===== src/rtl/gpio_pkg.sv =====
package gpio_pkg;
  localparam int unsigned ADDR_W = 4;
  localparam logic [ADDR_W-1:0] A_DIR   = 4'd0;
  localparam logic [ADDR_W-1:0] A_DOUT  = 4'd1;
  localparam logic [ADDR_W-1:0] A_OWNER = 4'd2;
  localparam logic [ADDR_W-1:0] A_PU    = 4'd3;
  localparam logic [ADDR_W-1:0] A_PD    = 4'd4;
  localparam logic [ADDR_W-1:0] A_FLTEN = 4'd5;
  localparam logic [ADDR_W-1:0] A_FLTLEN= 4'd6;
  localparam logic [ADDR_W-1:0] A_IEN   = 4'd7;
  localparam logic [ADDR_W-1:0] A_ITYPE = 4'd8;
  localparam logic [ADDR_W-1:0] A_IPOL  = 4'd9;
  localparam logic [ADDR_W-1:0] A_ISTAT = 4'd10;
  localparam logic [ADDR_W-1:0] A_WEN   = 4'd11;
  localparam logic [ADDR_W-1:0] A_WLVL  = 4'd12;
  localparam logic [ADDR_W-1:0] A_PIN   = 4'd13;
endpackage


===== src/rtl/gpio_sync.sv =====
module gpio_sync #(
  parameter int unsigned W = 8
) (
  input  logic         clk_i,
  input  logic         rst_ni,
  input  logic [W-1:0] d_i,
  output logic [W-1:0] q_o
);
  logic [W-1:0] meta_q, sync_q;

  always_ff @(posedge clk_i or negedge rst_ni) begin
    if (!rst_ni) begin
      meta_q <= '0;
      sync_q <= '0;
    end else begin
      meta_q <= d_i;
      sync_q <= meta_q;
    end
  end

  assign q_o = sync_q;
endmodule


===== src/rtl/gpio_debounce.sv =====
module gpio_debounce #(
  parameter int unsigned W     = 8,
  parameter int unsigned CNT_W = 4
) (
  input  logic             clk_i,
  input  logic             rst_ni,
  input  logic             tick_i,
  input  logic [W-1:0]     en_i,
  input  logic [CNT_W-1:0] len_i,
  input  logic [W-1:0]     d_i,
  output logic [W-1:0]     q_o
);
  for (genvar g = 0; g < W; g++) begin : g_pin
    logic [CNT_W-1:0] cnt_q;
    logic             held_q;

    always_ff @(posedge clk_i or negedge rst_ni) begin
      if (!rst_ni) begin
        cnt_q  <= '0;
        held_q <= 1'b0;
      end else if (!en_i[g]) begin
        cnt_q  <= '0;
        held_q <= d_i[g];
      end else if (tick_i) begin
        if (d_i[g] != held_q) begin
          if (cnt_q >= len_i) begin
            held_q <= d_i[g];
            cnt_q  <= '0;
          end else begin
            cnt_q <= cnt_q + 1'b1;
          end
        end else begin
          cnt_q <= '0;
        end
      end
    end

    assign q_o[g] = en_i[g] ? held_q : d_i[g];
  end
endmodule


===== src/rtl/gpio_irq.sv =====
module gpio_irq #(
  parameter int unsigned W = 8
) (
  input  logic         clk_i,
  input  logic         rst_ni,
  input  logic [W-1:0] lvl_i,
  input  logic [W-1:0] en_i,
  input  logic [W-1:0] type_i,
  input  logic [W-1:0] pol_i,
  input  logic [W-1:0] clr_i,
  output logic [W-1:0] stat_o,
  output logic         irq_o
);
  logic [W-1:0] prev_q, stat_q;
  logic [W-1:0] rise, fall, edge_hit, lvl_hit, hit;

  always_comb begin
    rise     = lvl_i & ~prev_q;
    fall     = ~lvl_i & prev_q;
    edge_hit = (pol_i & rise) | (~pol_i & fall);
    lvl_hit  = ~(lvl_i ^ pol_i);
    hit      = (type_i & lvl_hit) | (~type_i & edge_hit);
  end

  always_ff @(posedge clk_i or negedge rst_ni) begin
    if (!rst_ni) begin
      prev_q <= '0;
      stat_q <= '0;
    end else begin
      prev_q <= lvl_i;
      stat_q <= (stat_q & ~clr_i) | hit;  // new event wins over clear
    end
  end

  assign stat_o = stat_q;
  assign irq_o  = |(stat_q & en_i);
endmodule


===== src/rtl/gpio_regs.sv =====
module gpio_regs
  import gpio_pkg::*;
#(
  parameter int unsigned W     = 8,
  parameter int unsigned CNT_W = 4
) (
  input  logic              clk_i,
  input  logic              rst_ni,
  input  logic              wr_en_i,
  input  logic [ADDR_W-1:0] addr_i,
  input  logic [W-1:0]      wdata_i,
  output logic [W-1:0]      rdata_o,
  input  logic [W-1:0]      stat_i,
  input  logic [W-1:0]      pin_i,
  output logic [W-1:0]      dir_o,
  output logic [W-1:0]      dout_o,
  output logic [W-1:0]      owner_o,
  output logic [W-1:0]      pu_o,
  output logic [W-1:0]      pd_o,
  output logic [W-1:0]      flt_en_o,
  output logic [CNT_W-1:0]  flt_len_o,
  output logic [W-1:0]      ien_o,
  output logic [W-1:0]      itype_o,
  output logic [W-1:0]      ipol_o,
  output logic [W-1:0]      wen_o,
  output logic [W-1:0]      wlvl_o,
  output logic [W-1:0]      clr_o
);
  always_ff @(posedge clk_i or negedge rst_ni) begin
    if (!rst_ni) begin
      dir_o     <= '0;
      dout_o    <= '0;
      owner_o   <= '0;
      pu_o      <= '0;
      pd_o      <= '0;
      flt_en_o  <= '0;
      flt_len_o <= '0;
      ien_o     <= '0;
      itype_o   <= '0;
      ipol_o    <= '0;
      wen_o     <= '0;
      wlvl_o    <= '0;
    end else if (wr_en_i) begin
      case (addr_i)
        A_DIR:    dir_o     <= wdata_i;
        A_DOUT:   dout_o    <= wdata_i;
        A_OWNER:  owner_o   <= wdata_i;
        A_PU:     pu_o      <= wdata_i;
        A_PD:     pd_o      <= wdata_i;
        A_FLTEN:  flt_en_o  <= wdata_i;
        A_FLTLEN: flt_len_o <= wdata_i[CNT_W-1:0];
        A_IEN:    ien_o     <= wdata_i;
        A_ITYPE:  itype_o   <= wdata_i;
        A_IPOL:   ipol_o    <= wdata_i;
        A_WEN:    wen_o     <= wdata_i;
        A_WLVL:   wlvl_o    <= wdata_i;
        default: ;
      endcase
    end
  end

  assign clr_o = (wr_en_i && addr_i == A_ISTAT) ? wdata_i : '0;

  always_comb begin
    case (addr_i)
      A_DIR:    rdata_o = dir_o;
      A_DOUT:   rdata_o = dout_o;
      A_OWNER:  rdata_o = owner_o;
      A_PU:     rdata_o = pu_o;
      A_PD:     rdata_o = pd_o;
      A_FLTEN:  rdata_o = flt_en_o;
      A_FLTLEN: rdata_o = W'(flt_len_o);
      A_IEN:    rdata_o = ien_o;
      A_ITYPE:  rdata_o = itype_o;
      A_IPOL:   rdata_o = ipol_o;
      A_ISTAT:  rdata_o = stat_i;
      A_WEN:    rdata_o = wen_o;
      A_WLVL:   rdata_o = wlvl_o;
      A_PIN:    rdata_o = pin_i;
      default:  rdata_o = '0;
    endcase
  end
endmodule


===== src/rtl/gpio_bank.sv =====
module gpio_bank
  import gpio_pkg::*;
#(
  parameter int unsigned NPINS = 8,
  parameter int unsigned CNT_W = 4
) (
  input  logic              clk_i,
  input  logic              rst_ni,
  input  logic              tick_i,
  input  logic              wr_en_i,
  input  logic [ADDR_W-1:0] addr_i,
  input  logic [NPINS-1:0]  wdata_i,
  output logic [NPINS-1:0]  rdata_o,
  input  logic [NPINS-1:0]  pad_in_i,
  output logic [NPINS-1:0]  pad_oe_o,
  output logic [NPINS-1:0]  pad_out_o,
  output logic [NPINS-1:0]  pad_pu_o,
  output logic [NPINS-1:0]  pad_pd_o,
  input  logic [NPINS-1:0]  hw_oe_i,
  input  logic [NPINS-1:0]  hw_out_i,
  output logic [NPINS-1:0]  hw_in_o,
  output logic              irq_o,
  output logic              wake_o
);
  logic [NPINS-1:0] dir_q, dout_q, owner_q, pu_q, pd_q, flt_en_q;
  logic [NPINS-1:0] ien_q, itype_q, ipol_q, wen_q, wlvl_q, clr;
  logic [NPINS-1:0] stat, synced, filt;
  logic [CNT_W-1:0] flt_len_q;

  gpio_regs #(.W(NPINS), .CNT_W(CNT_W)) u_regs (
    .clk_i, .rst_ni, .wr_en_i, .addr_i, .wdata_i, .rdata_o,
    .stat_i(stat), .pin_i(filt),
    .dir_o(dir_q), .dout_o(dout_q), .owner_o(owner_q), .pu_o(pu_q), .pd_o(pd_q),
    .flt_en_o(flt_en_q), .flt_len_o(flt_len_q), .ien_o(ien_q), .itype_o(itype_q),
    .ipol_o(ipol_q), .wen_o(wen_q), .wlvl_o(wlvl_q), .clr_o(clr)
  );

  gpio_sync #(.W(NPINS)) u_sync (
    .clk_i, .rst_ni, .d_i(pad_in_i), .q_o(synced)
  );

  gpio_debounce #(.W(NPINS), .CNT_W(CNT_W)) u_flt (
    .clk_i, .rst_ni, .tick_i, .en_i(flt_en_q), .len_i(flt_len_q),
    .d_i(synced), .q_o(filt)
  );

  gpio_irq #(.W(NPINS)) u_irq (
    .clk_i, .rst_ni, .lvl_i(filt), .en_i(ien_q), .type_i(itype_q),
    .pol_i(ipol_q), .clr_i(clr), .stat_o(stat), .irq_o(irq_o)
  );

  // pad muxing per ownership
  assign pad_oe_o  = (owner_q & hw_oe_i)  | (~owner_q & dir_q);
  assign pad_out_o = (owner_q & hw_out_i) | (~owner_q & dout_q);
  assign pad_pd_o  = pd_q;
  assign pad_pu_o  = pu_q & ~pd_q;
  assign hw_in_o   = filt;

  // clockless wake path from raw pads
  assign wake_o = |(wen_q & ~(pad_in_i ^ wlvl_q));
endmodule


===== config.mk =====
export PLATFORM = sky130hd
export DESIGN_NAME = gpio_bank
export DESIGN_NICKNAME = d
export VERILOG_FILES = /design/src/rtl/gpio_pkg.sv /design/src/rtl/gpio_sync.sv /design/src/rtl/gpio_debounce.sv /design/src/rtl/gpio_irq.sv /design/src/rtl/gpio_regs.sv /design/src/rtl/gpio_bank.sv
export SDC_FILE = /design/constraint.sdc
export NUM_CORES = 1
export LEC_CHECK = 0
export BUFFER_PORTS_ARGS = -buffer_cell sky130_fd_sc_hd__buf_2
export CAP_MARGIN = 20
export CORE_UTILIZATION = 30
export CTS_BUF_LIST = sky130_fd_sc_hd__clkbuf_4 sky130_fd_sc_hd__clkbuf_8
export CTS_CLUSTER_SIZE = 8
export DETAILED_ROUTE_END_ITERATION = 10
export GPL_TIMING_DRIVEN = 1
export HOLD_SLACK_MARGIN = 0.15
export SYNTH_ARGS = -nofsm -noshare
export SYNTH_HDL_FRONTEND = slang
export SYNTH_HIERARCHICAL = 1
export SYNTH_SLANG_ARGS = --single-unit

===== constraint.sdc =====
create_clock -name clk_i -period 1.8 [get_ports clk_i]
set_input_delay 0.18 -clock clk_i [delete_from_list [all_inputs] [get_ports clk_i]]
set_output_delay 0.18 -clock clk_i [all_outputs]
set_load 0.01 [all_outputs]

==> impl.org, run 1 <==
** Status
- Result of the run :: finished with violations
- Violations in the final reports :: setup timing

** Floorplanning
- The die covers 0.0313 mm^2.
- Initial Util :: 30.7%
- In this run the vertical extent of the chip is 177 um.
- Horizontal die dimension :: about 180 um
- The floorplan step defined a core boundary enclosing 0.0299 mm^2.
- Row generation in the floorplan step produced between 60 and 70 rows.
- Top Ports :: 90

** Setup path
- Critical path required time :: roughly 1.6 ns
- In this run the worst path has a maximum fanout of 2.
- Cell repeated most along the worst path :: mux2_4
- Data on the critical path arrives at its endpoint at ~2.2 ns.
- Launching element type of the critical path :: flip-flop
- The critical path in this run is classified as reg2out.
- The largest single stage delay on the critical path is approximately 0.43 ns.
- The largest individual stage delay along the critical path comes from the cell or4_4.
- Cell chain of the critical path :: mux2_4, mux2_4, a22oi_2, nor2_1, or4_4, buf_6
- The worst setup path is captured at a primary output.

** STA
- Headroom to the max-slew limit came out at approximately two thirds.
- RSZ-0062 raised after global routing :: yes
- Slew at the pin with the worst max-slew slack :: 0.505 ns
- Final worst-path setup slack :: -0.564 ns
- The clock arrives with around 0.012 ns of skew.
- Setup violations remaining at the end of the flow were counted as 23.
- The hold violation total from the final report came to 0.
- The number of max-slew violations in the final report is 0.
- The worst path uses 131% of the clock period.
- Min Clock Period, post-route :: about 2.4 ns
- Based on the critical path, the design can be clocked at up to between 400 and 500 MHz.

** Routing
- Count of antenna-violating nets left after detailed routing :: 0
- Per-cell routed wire length :: around 19 um
- Number of remaining DRC errors :: 0
- Count of routing violations after the opening detailed-route iteration :: 465
- Wire length reported by the detailed router :: 26.5 mm
- Number of iterations in the first detailed-routing pass :: 5
- Vias/cell :: 5.06
- Detailed-route via count :: 7171

** Clocking
- Clk buf depth :: 2
- TritonCTS built the clock tree.
- TritonCTS created 17 clock buffers.
- Clock-pin slew was measured on the worst setup and hold paths at 0.09 ns.
- The H-tree generated during clock tree synthesis spans 4 levels.
- Worst skew pair latency :: approximately 0.46 ns
- Root buffer cell :: clkbuf_8
- Sink Count :: 164

** Synth
- The synthesized design devotes to its leading area cell type 44.8% of total area.
- Avg Cell Area, Syn :: 11.7 um^2
- In the synthesized netlist the async set-or-reset flop fraction comes to 100%.
- Summing the sequential cell areas from Yosys gives 44.8% of the chip area.
- Counting flops with a built-in enable in the synthesized netlist gives 0.
- Synth Instances :: 784
- Yosys mapped the design onto 71 distinct sky130hd cell types.
- Biggest area consumer among synthesized cells :: dfrtp_1
- The number of nets in the synthesized netlist is 864.
- By area the synthesized netlist is led by dfrtp_1 45%, mux2_2 16%, ha_1 5.5%.
- Synth warnings :: 6
- In this run, synthesis produced a sequential element count of 164.
- The most used flip-flop cell after synthesis is dfrtp_1.
- After synthesis the cells add up to 0.00917 mm^2.

** Power and ir drop
- Pwr dens :: 1070 mW/mm^2
- For this design the static power due to leakage is about 5.5 nW.
- IR analysis of the VDD net gives a maximum drop of 500 uV.

** Global routing
- The via count of the first global-routing pass is 7243.
- Aggregate global-route resource usage :: 17.2%
- Global-route wire length before repair :: 41.3 mm
- Entering global routing, the biggest net connects 50 pins.
- Total grt overflow :: 0
- Antenna violations before repair :: 1

** Layout
- Total Nets Final :: 1093
- The top cell types in the final layout, fill and taps aside, are 162 x dfrtp_1, 112 x buf_4, 111 x mux2_2, 85 x buf_2, 38 x nor2b_1.
- Area growth from synthesis to final layout :: 36.1%
- Of the cells placed in the final design, the portion with a size suffix greater than 1 is 50.0%.
- Most common cell after layout, fill and taps aside :: dfrtp_1
- Final cell utilization of the core :: 41.8%

** Placed design
- The HPWL after detailed placement is between 15 and 20 mm.
- The count of buffers added on input and output ports is 89.
- At the end of routability-driven placement, the weighted congestion stood at 0.896.
- Worst setup slack after placement :: -0.301 ns

** Hold path
- The worst hold path belongs to the class in2reg.

** Flow run
- Across the run, the number of max-cap violations was 0.
[final timing paths]
kind | from | endpoint | slack (ns) | cells after the start
worst max-delay path | u_regs/flt_en_o[2] | rdata_o[2] | -0.56 | 6
worst min-delay path | wdata_i[1] | u_regs/flt_len_o[1] | 0.18 | 2
worst max register to register | u_regs/flt_len_o[2] | u_flt/g_pin[2].held_q | -0.13 | 9
worst min register to register | u_sync/meta_q[6] | u_sync/q_o[6] | 0.35 | 0
max in group asynchronous | rst_ni | u_regs/flt_en_o[0] | 0.92 | 3
min in group asynchronous | rst_ni | u_flt/g_pin[4].cnt_q[0] | 0.26 | 2
[final cells by class]
cell class / instances / area, um^2
Antenna cell: 1 / 2.50
Clock buffer: 20 / 275
Clock inverter: 11 / 149
Fill cell: 2774 / 17400
Inverter: 32 / 131
Multi-Input combinational cell: 559 / 5490
Sequential cell: 164 / 4110
Tap cell: 390 / 488
Timing Repair Buffer: 239 / 1840
[flip-flops by register name, summed over array words and instances, names as in the netlist]
name and cells:
u_flt/g_pin.cnt_q 32, u_flt/g_pin.held_q 8, u_irq/prev_q 8, u_irq/stat_o 8, u_regs/dir_o 8, u_regs/dout_o 8, u_regs/flt_en_o 8, u_regs/flt_len_o 4
u_regs/ien_o 8, u_regs/ipol_o 8, u_regs/itype_o 8, u_regs/owner_o 8, u_regs/pd_o 8, u_regs/pu_o 8, u_regs/wen_o 8, u_regs/wlvl_o 8
u_sync/meta_q 8, u_sync/q_o 8
[metrics by stage]
| stage | std cells | TNS [ns] | hold slack (ns) | total power [mW] | cell area, um^2 |
|---|---|---|---|---|---|
| floorplan | 784 | 0 | -0.116 | 7.56 | 9180 |
| global placement | 1343 | -2.75 | 0.164 | 9.26 | 10900 |
| detailed placement | 1343 | -4.15 | 0.172 | 9.36 | 10900 |
| CTS | 1410 | -3.76 | 0.170 | 12.9 | 12000 |
| global route | 1416 | -6.49 | 0.188 | 14.1 | 12500 |
| finish | 1416 | -3.73 | 0.183 | 13.3 | 12500 |
[power by group]
| part | switching [mW] | internal [mW] | leakage (nW) |
|---|---|---|---|
| logic | 2.40 | 2.83 | 3.33 |
| registers | 0.744 | 4.44 | 2.01 |
| clock network | 1.42 | 1.48 | 0.208 |
| total | 4.56 | 8.76 | 5.55 |
[cells by family (layout without fill, tap and decap cells)]
kind of cell               Yosys count  after routing  share of synthesized area (%)
xor gates and xnor gates            34             34                           3.25
other                                0              1                              0
buffers and inverters               61            302                           3.59
and+or+nand+nor                    191            191                           13.2
DFF                                164            164                           44.8
adders and majority gates           40             40                           5.46
muxes                              146            146                           17.9
AOI/OAI and AO/OA                  148            148                           11.8
[synthesized netlist by cell type (4+ instances only)]
cell      count
dfrtp_1     164
mux2_2      129
ha_1         40
nor2b_1      39
inv_1        32
o21ai_0      31
xnor2_1      23
nand2_1      21
a22oi_1      18
a21oi_1      17
nand3_1      17
mux2i_1      14
a22o_1       12
and2_1       12
nand3b_1     12
nor2_1       12
buf_6        11
nand2b_1     11
nor3_1       11
xor2_1       11
clkbuf_1     10
a221o_1       8
nor4b_1       8
a32o_1        7
o21ai_1       7
and2_0        5
buf_2         5
nand3_2       5
nand4_1       5
nor2_2        5
o32ai_1       5
a21bo_2       4
a31o_2        4
nand4b_1      4
nor2_4        4
or4b_1        4
[critical path: cells and delay by family, from the launching register on]
kind,cells,cell delay (ns)
AOI/OAI and AO/OA,1,0.12
buffers and inverters,1,0.14
DFF,1,0.40
muxes,2,0.58
and+or+nand+nor,2,0.49
[timing repair]
action                                  4_1_cts  5_1_grt
pin swaps                                    38       59
buffers inserted                             25        8
gates cloned                                  0        0
hold endpoints to repair                    222        0
gates resized for setup                      98       82
endpoints found under the setup margin       47       51
hold buffers                                 15        0
[routing by layer]
layer  routed length (um)  vias up  track usage, %
met2                12100      203            26.9
met1                12500     3560            24.0
met5                    0        -               0
met4                  706        0            5.50
met3                 1180       56            2.99
li1                     -     3352               -
(Power assumes the default switching activity.)
==> inputs of run 2 (changes only) <==
--- a/config.mk
+++ b/config.mk
@@ -7,6 +7,7 @@
 export LEC_CHECK = 0
 export BUFFER_PORTS_ARGS = -buffer_cell sky130_fd_sc_hd__buf_2
 export CAP_MARGIN = 20
+export CORE_MARGIN = 10
 export CORE_UTILIZATION = 30
 export CTS_BUF_LIST = sky130_fd_sc_hd__clkbuf_4 sky130_fd_sc_hd__clkbuf_8
 export CTS_CLUSTER_SIZE = 8
==> run 2 against run 1 <==
Compared with the run above: the flow still finishes with violations (setup timing); clock power down 19%; design area down 2.1%; clock skew down 0.0017 ns; sequential share of layout area up 0.72 points; total power down 5.2%; critical path depth unchanged; fmax up 0.53%; via count down 1.6%; sequential power about the same; highest routed layer unchanged; register-to-register slack worse by 0.08 ns.
==> impl.org, run 2 (synthesized netlist as in run 1, its figures left out) <==
** Status
- Result of the run :: finished with violations (unchanged)
- Violations in the final reports :: setup timing (unchanged)

** STA
- The number of max-slew violations in the final report came to 0 (unchanged).
- Layout Skew :: 0.0102 ns (was 0.0120 ns)
- The worst hold margin was 0.196 ns (was 0.183 ns).
- The transition time of the tightest slew-check pin is 0.519 ns (was 0.505 ns).
- Period utilization :: 131% (about the same)
- The shortest clock period the worst path allows after layout came to 2.35 ns (was 2.36 ns).
- The maximum clock frequency was 425 MHz (was 423 MHz).
- The final setup slack of the worst path was -0.552 ns (was -0.564 ns).
- Final hold vios :: 0 (unchanged)
- RSZ-0062 raised after global routing: yes (unchanged).
- Count of final setup violators :: 42 (was 23)
- Slew HR :: 65.3% (was 66.3%)

** Setup path
- The type of the worst setup path is reg2out (unchanged).
- Count of cells along the worst register-to-register path :: 9 (unchanged)
- The largest fanout of any net on the critical path was 2 (unchanged).
- The destination of the worst register-to-register timing path is u_flt/g_pin[7].held_q (was u_flt/g_pin[2].held_q).
- Arrival time worst endpoint :: 2.17 ns (was 2.18 ns)
- Launching element type of the critical path :: flip-flop (unchanged)
- Source of the worst register-to-register timing path :: u_regs/flt_len_o[2] (unchanged)
- Worst setup slack for register-to-register paths :: -0.21 ns (was -0.13 ns)
- The sort of element at the end of the critical path is a primary output (unchanged).
- Critical path required time :: 1.62 ns (about the same)

** Routing
- Count of antenna-violating nets left after detailed routing :: 0 (unchanged)
- The average wire per standard cell was 19.5 um (was 18.7 um).
- Detailed-route via count :: 7054 (was 7171)
- The DRC violation count after routing is 0 (unchanged).
- The number of violations reported at the end of detailed-routing iteration 0 is 585 (was 465).
- Vias/cell :: 5.01 (was 5.06)
- Number of iterations in the first detailed-routing pass :: 8 (was 5)
- The post-detailed-routing wire length is 27.4 mm (was 26.5 mm).

** Layout
- Total Nets Final :: 1090 (was 1093)
- Most frequent cells in the layout :: 162 x dfrtp_1, 112 x mux2_2, 110 x buf_4, 84 x buf_2, 38 x nor2b_1 (was 162 x dfrtp_1, 112 x buf_4, 111 x mux2_2, 85 x buf_2, 38 x nor2b_1)
- The number of inserted filler cells in the final layout came to 2787 (was 2774).
- The register area came to 0.00411 mm^2 (unchanged).
- Antenna fix cells :: 0 (was 1)
- Area growth from synthesis to final layout :: 33.2% (was 36.1%)
- The most flop-heavy register was u_flt/g_pin.cnt_q (unchanged).
- Share of layout cells above drive strength 1 :: 48.3% (was 50.0%)
- The most frequent standard cell in the layout excluding fill and tap cells was dfrtp_1 (unchanged).
- The flip-flop count of the largest register after layout was 32 (unchanged).
- Area occupied by multi-input gates :: 0.00534 mm^2 (was 0.00549 mm^2)
- Final cell utilization of the core :: 40.9% (was 41.8%)

** Power and ir drop
- The power density of the placed cells is 1030 mW/mm^2 (was 1070 mW/mm^2).
- The worst supply voltage drop on vdd is 440 uV (was 500 uV).
- The total power consumption of the routed design is 12.6 mW (was 13.3 mW).
- Leakage component of the power :: 5.50 nW (was 5.55 nW)

** Placed design
- The worst slack at placement came to -0.291 ns (was -0.301 ns).
- The placed wire-length estimate after detailed placement was 20.1 mm (was 18.9 mm).
- Gp weighted congestion :: 0.945 (was 0.896)
- IO Port Bufs :: 89 (unchanged)

** Floorplanning
- Top Ports :: 90 (unchanged)
- Die Outline Area :: 0.0380 mm^2 (was 0.0313 mm^2)
- Initial Util :: 30.7% (unchanged)
- The horizontal die dimension came to 195 um (was 177 um).
- Height of the die :: 195 um (was 177 um)
- The core area came to 0.0299 mm^2 (unchanged).
- The count of standard-cell rows came to 63 (unchanged).

** Clocking
- The worst-case clock buffer depth came to 2 (unchanged).
- Root buffer cell :: clkbuf_8 (unchanged)
- The number of buffers created by CTS is 17 (unchanged).
- The clock insertion delay at the later pin of the skew report is 0.45 ns (was 0.46 ns).
- Maximum level of the CTS H-tree :: 4 (unchanged)
- Clock-pin slew on the worst setup and hold paths :: 0.09 ns (about the same)
- CTS tree :: built (unchanged)
- The total number of clock tree sinks was 164 (unchanged).

** Global routing
- Global-route wire length before repair :: 42.9 mm (was 41.3 mm)
- Antenna violations before repair :: 0 (was 1)
- Pin count of the biggest net entering global routing :: 62 (was 50)
- Total grt overflow :: 0 (unchanged)
- Aggregate global-route resource usage :: 14.1% (was 17.2%)
- Via count of the first global-routing pass :: 7401 (was 7243)

** Hold path
- Worst hold path type :: in2reg (unchanged)
- WHS Path Cells :: 2 (unchanged)
- Worst Hold Path EP :: u_regs/dout_o[4] (was u_regs/flt_len_o[1])
- The hold path startpoint was wdata_i[4] (was wdata_i[1]).

** Flow run
- Number of max-capacitance violations reported :: 0 (unchanged)
==> run 2: cell count changes in the layout (fill, tap and decap cells not counted), moves of 3 or more <==
cell	before	now
bufinv_16	3	0
dlygate4sd3_1	15	12
o21ai_1	14	11
ha_2	3	0
clkbuf_4	0	4
o21ai_2	12	15
ha_1	19	30
ha_4	18	10
==> run 2: per-layer routing <==
layer  wire length (um)  track usage (%)  vias to the layer above
met5                  0                0                        -
met4                377             3.92                        0
met3               1310             2.10                       23
met2              12800             22.3                      222
met1              12900             19.4                     3470
li1                   -                -                     3339
==> run 2: layout make-up <==
class | count | share of cell area [%]
multi-input combinational | 559 | 43.7
sequential | 164 | 33.6
timing repair buffer | 236 | 15.1
tap | 390 | 4.00
clock buffer | 22 | 2.27
inverter | 32 | 1.04
clock inverter | 5 | 0.277
==> run 2: where the power goes <==
part	internal [mW]	total (mW)	leakage, nW	switching (mW)
Sequential	4.44	5.18	2.01	0.732
Clock	1.01	2.35	0.160	1.34
Combinational	2.76	5.11	3.33	2.35
==> run 2: repair_timing <==
| action | CTS | global route |
|---|---|---|
| buffers inserted | 23 | 4 |
| hold buffers | 12 | 0 |
| pin swaps | 43 | 48 |
| setup endpoints to repair | 50 | 50 |
| resized for setup | 110 | 44 |
| endpoints found under the hold margin | 196 | 0 |
==> run 2: worst max path at each step <==
stage,start,end,slack (ns),cells after the start
after floorplan,u_regs/flt_en_o[2],rdata_o[2],0.01,5
after global placement,addr_i[0],rdata_o[3],-0.39,6
after detailed placement,addr_i[0],rdata_o[3],-0.29,6
after CTS,u_regs/flt_en_o[7],rdata_o[7],-0.59,6
after global routing,u_regs/flt_en_o[2],rdata_o[2],-0.63,6
final,u_regs/flt_en_o[2],rdata_o[2],-0.55,6
==> run 2: worst max-delay path, cell delays in order, from the launching register on <==
cell,delay [ns]
dfrtp_1,0.41
mux2_4,0.31
mux2_4,0.27
a22oi_2,0.12
nor2_1,0.05
or4_4,0.43
buf_6,0.14
==> run 2: stage by stage <==
| step | TNS, ns | area (um^2) | std cells |
|---|---|---|---|
| global placement | -2.43 | 10900 | 1350 |
| global route | -10.07 | 12200 | 1408 |
| finish | -5.69 | 12200 | 1408 |
| CTS | -7.54 | 12000 | 1407 |
| detailed placement | -3.11 | 10900 | 1350 |
| floorplan | 0 | 9180 | 784 |
==> inputs of run 3 (changes only) <==
--- a/config.mk
+++ b/config.mk
@@ -5,13 +5,13 @@
 export SDC_FILE = /design/constraint.sdc
 export NUM_CORES = 1
 export LEC_CHECK = 0
-export BUFFER_PORTS_ARGS = -buffer_cell sky130_fd_sc_hd__buf_2
 export CAP_MARGIN = 20
 export CORE_MARGIN = 10
 export CORE_UTILIZATION = 30
 export CTS_BUF_LIST = sky130_fd_sc_hd__clkbuf_4 sky130_fd_sc_hd__clkbuf_8
-export CTS_CLUSTER_SIZE = 8
+export CTS_CLUSTER_SIZE = 24
 export DETAILED_ROUTE_END_ITERATION = 10
+export DONT_BUFFER_PORTS = 1
 export GPL_TIMING_DRIVEN = 1
 export HOLD_SLACK_MARGIN = 0.15
 export SYNTH_ARGS = -nofsm -noshare
==> run 3 against run 2 <==
Compared with the run above: the run ends with hold timing, setup timing left; utilization is 3.2 points lower; critical path depth is 1 lower; hold slack worse by 0.78 ns; first-iteration DRC count is 17% lower; fmax up 3.4%; global-route usage fell by 0.32 points; count of clock-buffer cells in the layout fell by 3.
==> impl.org, run 3 (synthesized netlist as in run 1, its figures left out) <==
** Status
- Result of the run: finished with violations (unchanged).
- Violations in the final reports :: hold timing, setup timing (was setup timing)

** Setup path
- The critical path's most frequent cell is mux2_4 (unchanged).
- Worst setup slack for register-to-register paths :: -0.11 ns (was -0.21 ns)
- Max incr delay on CP :: 0.46 ns (was 0.43 ns)
- The critical path depth was 5 (was 6).
- The path depth of the worst reg2reg path is 9 (unchanged).
- The largest fanout of any net on the critical path is 2 (unchanged).
- The destination of the worst register-to-register timing path is u_flt/g_pin[2].held_q (was u_flt/g_pin[7].held_q).
- The sort of element at the end of the critical path was a primary output (unchanged).
- Slowest-stage cell, CP :: or4_4 (unchanged)
- The start point of the critical path is u_regs/flt_en_o[2] (unchanged).
- The critical path capture point is rdata_o[2] (unchanged).
- The critical path data required time is 1.62 ns (about the same).
- The total buffers and inverters traversed by the critical path came to 0 (was 1).
- Source of the worst register-to-register timing path :: u_regs/flt_len_o[3] (was u_regs/flt_len_o[2])
- Launching element type of the critical path :: flip-flop (unchanged)
- The data arrival time of the critical path came to 2.09 ns (was 2.17 ns).
- The gate family responsible for the most delay along the worst path is multiplexers (unchanged).
- Worst setup path class :: reg2out (unchanged)
- Cell chain of the critical path: mux2_4, mux2_4, a22oi_2, nor2_1, or4_4 (was mux2_4, mux2_4, a22oi_2, nor2_1, or4_4, buf_6).

** Layout
- The final core area utilization is 37.7% (was 40.9%).
- Share of layout cells above drive strength 1 :: 39.3% (was 48.3%)
- The most frequent standard cell in the layout excluding fill and tap cells was dfrtp_1 (unchanged).
- Area growth from synthesis to final layout :: 22.9% (was 33.2%)
- The number of inserted filler cells in the final layout was 2878 (was 2787).
- The flip-flop count of the largest register after layout was 32 (unchanged).
- Post-route cell area :: 0.0113 mm^2 (was 0.0122 mm^2)
- Most frequent cells in the layout :: 161 x dfrtp_1, 111 x mux2_2, 51 x buf_4, 38 x nor2b_1, 30 x inv_1 (was 162 x dfrtp_1, 112 x mux2_2, 110 x buf_4, 84 x buf_2, 38 x nor2b_1)
- The net total in the final layout is 939 (was 1090).
- The most flop-heavy register was u_flt/g_pin.cnt_q (unchanged).
- Antenna fix cells :: 0 (unchanged)

** STA
- The number of setup violations in the final report came to 30 (was 42).
- The number of max-slew violations in the final report was 0 (unchanged).
- The final setup slack of the worst path was -0.474 ns (was -0.552 ns).
- The worst max-slew margin expressed relative to the limit is 33.7% (was 65.3%).
- Final hold slack :: -0.579 ns (was 0.196 ns)
- RSZ-0062 raised after global routing :: yes (unchanged)
- The share of the clock period used by the worst path after layout came to 126% (was 131%).
- The maximum clock skew at final layout was 0.0143 ns (was 0.0102 ns).
- Fmax achieved :: 440 MHz (was 425 MHz)
- The transition time of the tightest slew-check pin came to 0.994 ns (was 0.519 ns).
- The hold violation total from the final report is 164 (was 0).
- Min Clock Period, post-route :: 2.27 ns (was 2.35 ns)

** Floorplanning
- Site Rows :: 63 (unchanged)
- The number of top-level pins was 90 (unchanged).
- Horizontal die dimension :: 195 um (unchanged)
- The area of the die was 0.0380 mm^2 (unchanged).
- Area of the core region :: 0.0299 mm^2 (unchanged)
- The starting density of the core was 30.7% (unchanged).
- Height of the die :: 195 um (unchanged)

** Routing
- The count of antenna-violating nets left after detailed routing came to 0 (unchanged).
- Vias/cell :: 5.27 (was 5.01)
- Number of iterations in the first detailed-routing pass :: 5 (was 8)
- The average wire per standard cell was 21.3 um (was 19.5 um).
- The DRC violation count after routing is 0 (unchanged).
- The total number of vias came to 6654 (was 7054).
- Wire length reported by the detailed router :: 26.9 mm (was 27.4 mm)
- Count of routing violations after the opening detailed-route iteration :: 483 (was 585)

** Clocking
- The number of buffers inserted by hold repair at cts was 21 (was 12).
- Sink Count :: 164 (unchanged)
- Root buffer cell :: clkbuf_8 (unchanged)
- Clock-pin slew on the worst setup and hold paths :: 0.09 ns (about the same)
- CTS tree :: built (unchanged)
- The number of H-tree branching levels came to 4 (unchanged).
- Number of buffers created by CTS :: 17 (unchanged)
- Clk buf depth :: 2 (unchanged)
- Worst skew pair latency :: 0.46 ns (was 0.45 ns)

** Flow run
- Number of max-capacitance violations reported :: 0 (unchanged)

** Placed design
- The total of buffers placed on input and output ports is 0 (was 89).
- The placed wire-length estimate after detailed placement was 18.5 mm (was 20.1 mm).
- The weighted congestion at the end of routability-driven global placement is 0.820 (was 0.945).
- The cell area after placement came to 0.00976 mm^2 (was 0.0109 mm^2).

** Global routing
- Aggregate global-route resource usage :: 13.7% (was 14.1%)
- Total grt overflow :: 0 (unchanged)
- The via count of the first global-routing pass came to 6765 (was 7401).
- Layer with the highest usage after global routing :: met2 (unchanged)
- Antenna violations before repair :: 1 (was 0)
- Pin count of the biggest net entering global routing :: 165 (was 62)
- The met1 track demand over resource in global routing is 18.4% (was 19.4%).
- Global-route wire length before repair :: 41.4 mm (was 42.9 mm)
- Met2 track demand over resource :: 21.4% (was 22.3%)
- Global routing usage on met3 :: 3.98% (was 2.10%)

** Power and ir drop
- Worst supply voltage drop on vdd :: 552 uV (was 440 uV)
- The power density of the placed cells is 1100 mW/mm^2 (was 1030 mW/mm^2).
- The static leakage power came to 4.82 nW (was 5.50 nW).

** Hold path
- Worst hold path type :: in2async (was in2reg)
## run 3: worst register-to-register path: cells and delay by family (launching register included)
family	cells	cell delay, ns
DFF	1	0.37
and+or+nand+nor	2	0.40
muxes	1	0.30
AOI/OAI and AO/OA	1	0.13
adders and majority gates	1	0.16
buffers and inverters	4	0.46
## run 3: repair_timing
action                                 4_1_cts  5_1_grt
setup endpoints to repair                   45       52
pin swaps                                   45       60
gates cloned                                 0        0
gates resized for setup                    106       58
buffers inserted                            23        2
endpoints found under the hold margin      299      164
## run 3: routing by layer
metal | wire, um | part of all wire, %
met3 | 1780 | 6.6
met5 | 0 | 0
met2 | 12500 | 47
met4 | 427 | 1.6
met1 | 12200 | 45
## run 3: how the worst min path moves through the flow
stage | startpoint | to | slack (ns)
after floorplan | rst_ni | u_flt/g_pin[0].cnt_q[0] | -0.12
after global placement | rst_ni | u_flt/g_pin[4].held_q | -0.1
after detailed placement | rst_ni | u_flt/g_pin[4].cnt_q[2] | -0.1
after CTS | rst_ni | u_irq/prev_q[5] | -0.60
after global routing | rst_ni | u_flt/g_pin[0].held_q | -0.63
final | rst_ni | u_flt/g_pin[4].held_q | -0.58
## run 3: power by group
group / switching (mW) / internal, mW / total [mW] / leakage [nW]
Combinational: 2.04 / 2.34 / 4.38 / 2.61
Sequential: 0.802 / 4.44 / 5.24 / 2.01
Clock: 1.53 / 1.20 / 2.73 / 0.199
## run 3: stage by stage
stage	total power [mW]	TNS, ns	hold WS, ns	worst slack (ns)	std cells
final	12.4	-3.18	-0.579	-0.474	1262
after CTS	12.1	-5.08	-0.605	-0.499	1262
after detailed placement	8.69	-2.20	-0.0972	-0.134	1186
after global placement	8.60	-0.867	-0.0970	-0.0946	1186
after floorplan	7.56	0	-0.116	0.0140	784
after global routing	13.1	-6.93	-0.627	-0.575	1262
## run 3: area by class of cell
cell class | count | area (um^2) | area share, %
tap | 390 | 488 | 4.33
sequential | 164 | 4110 | 36.5
multi-input combinational | 559 | 5390 | 47.8
clock buffer | 19 | 255 | 2.27
clock inverter | 13 | 144 | 1.28
timing repair buffer | 85 | 753 | 6.69
inverter | 32 | 128 | 1.13
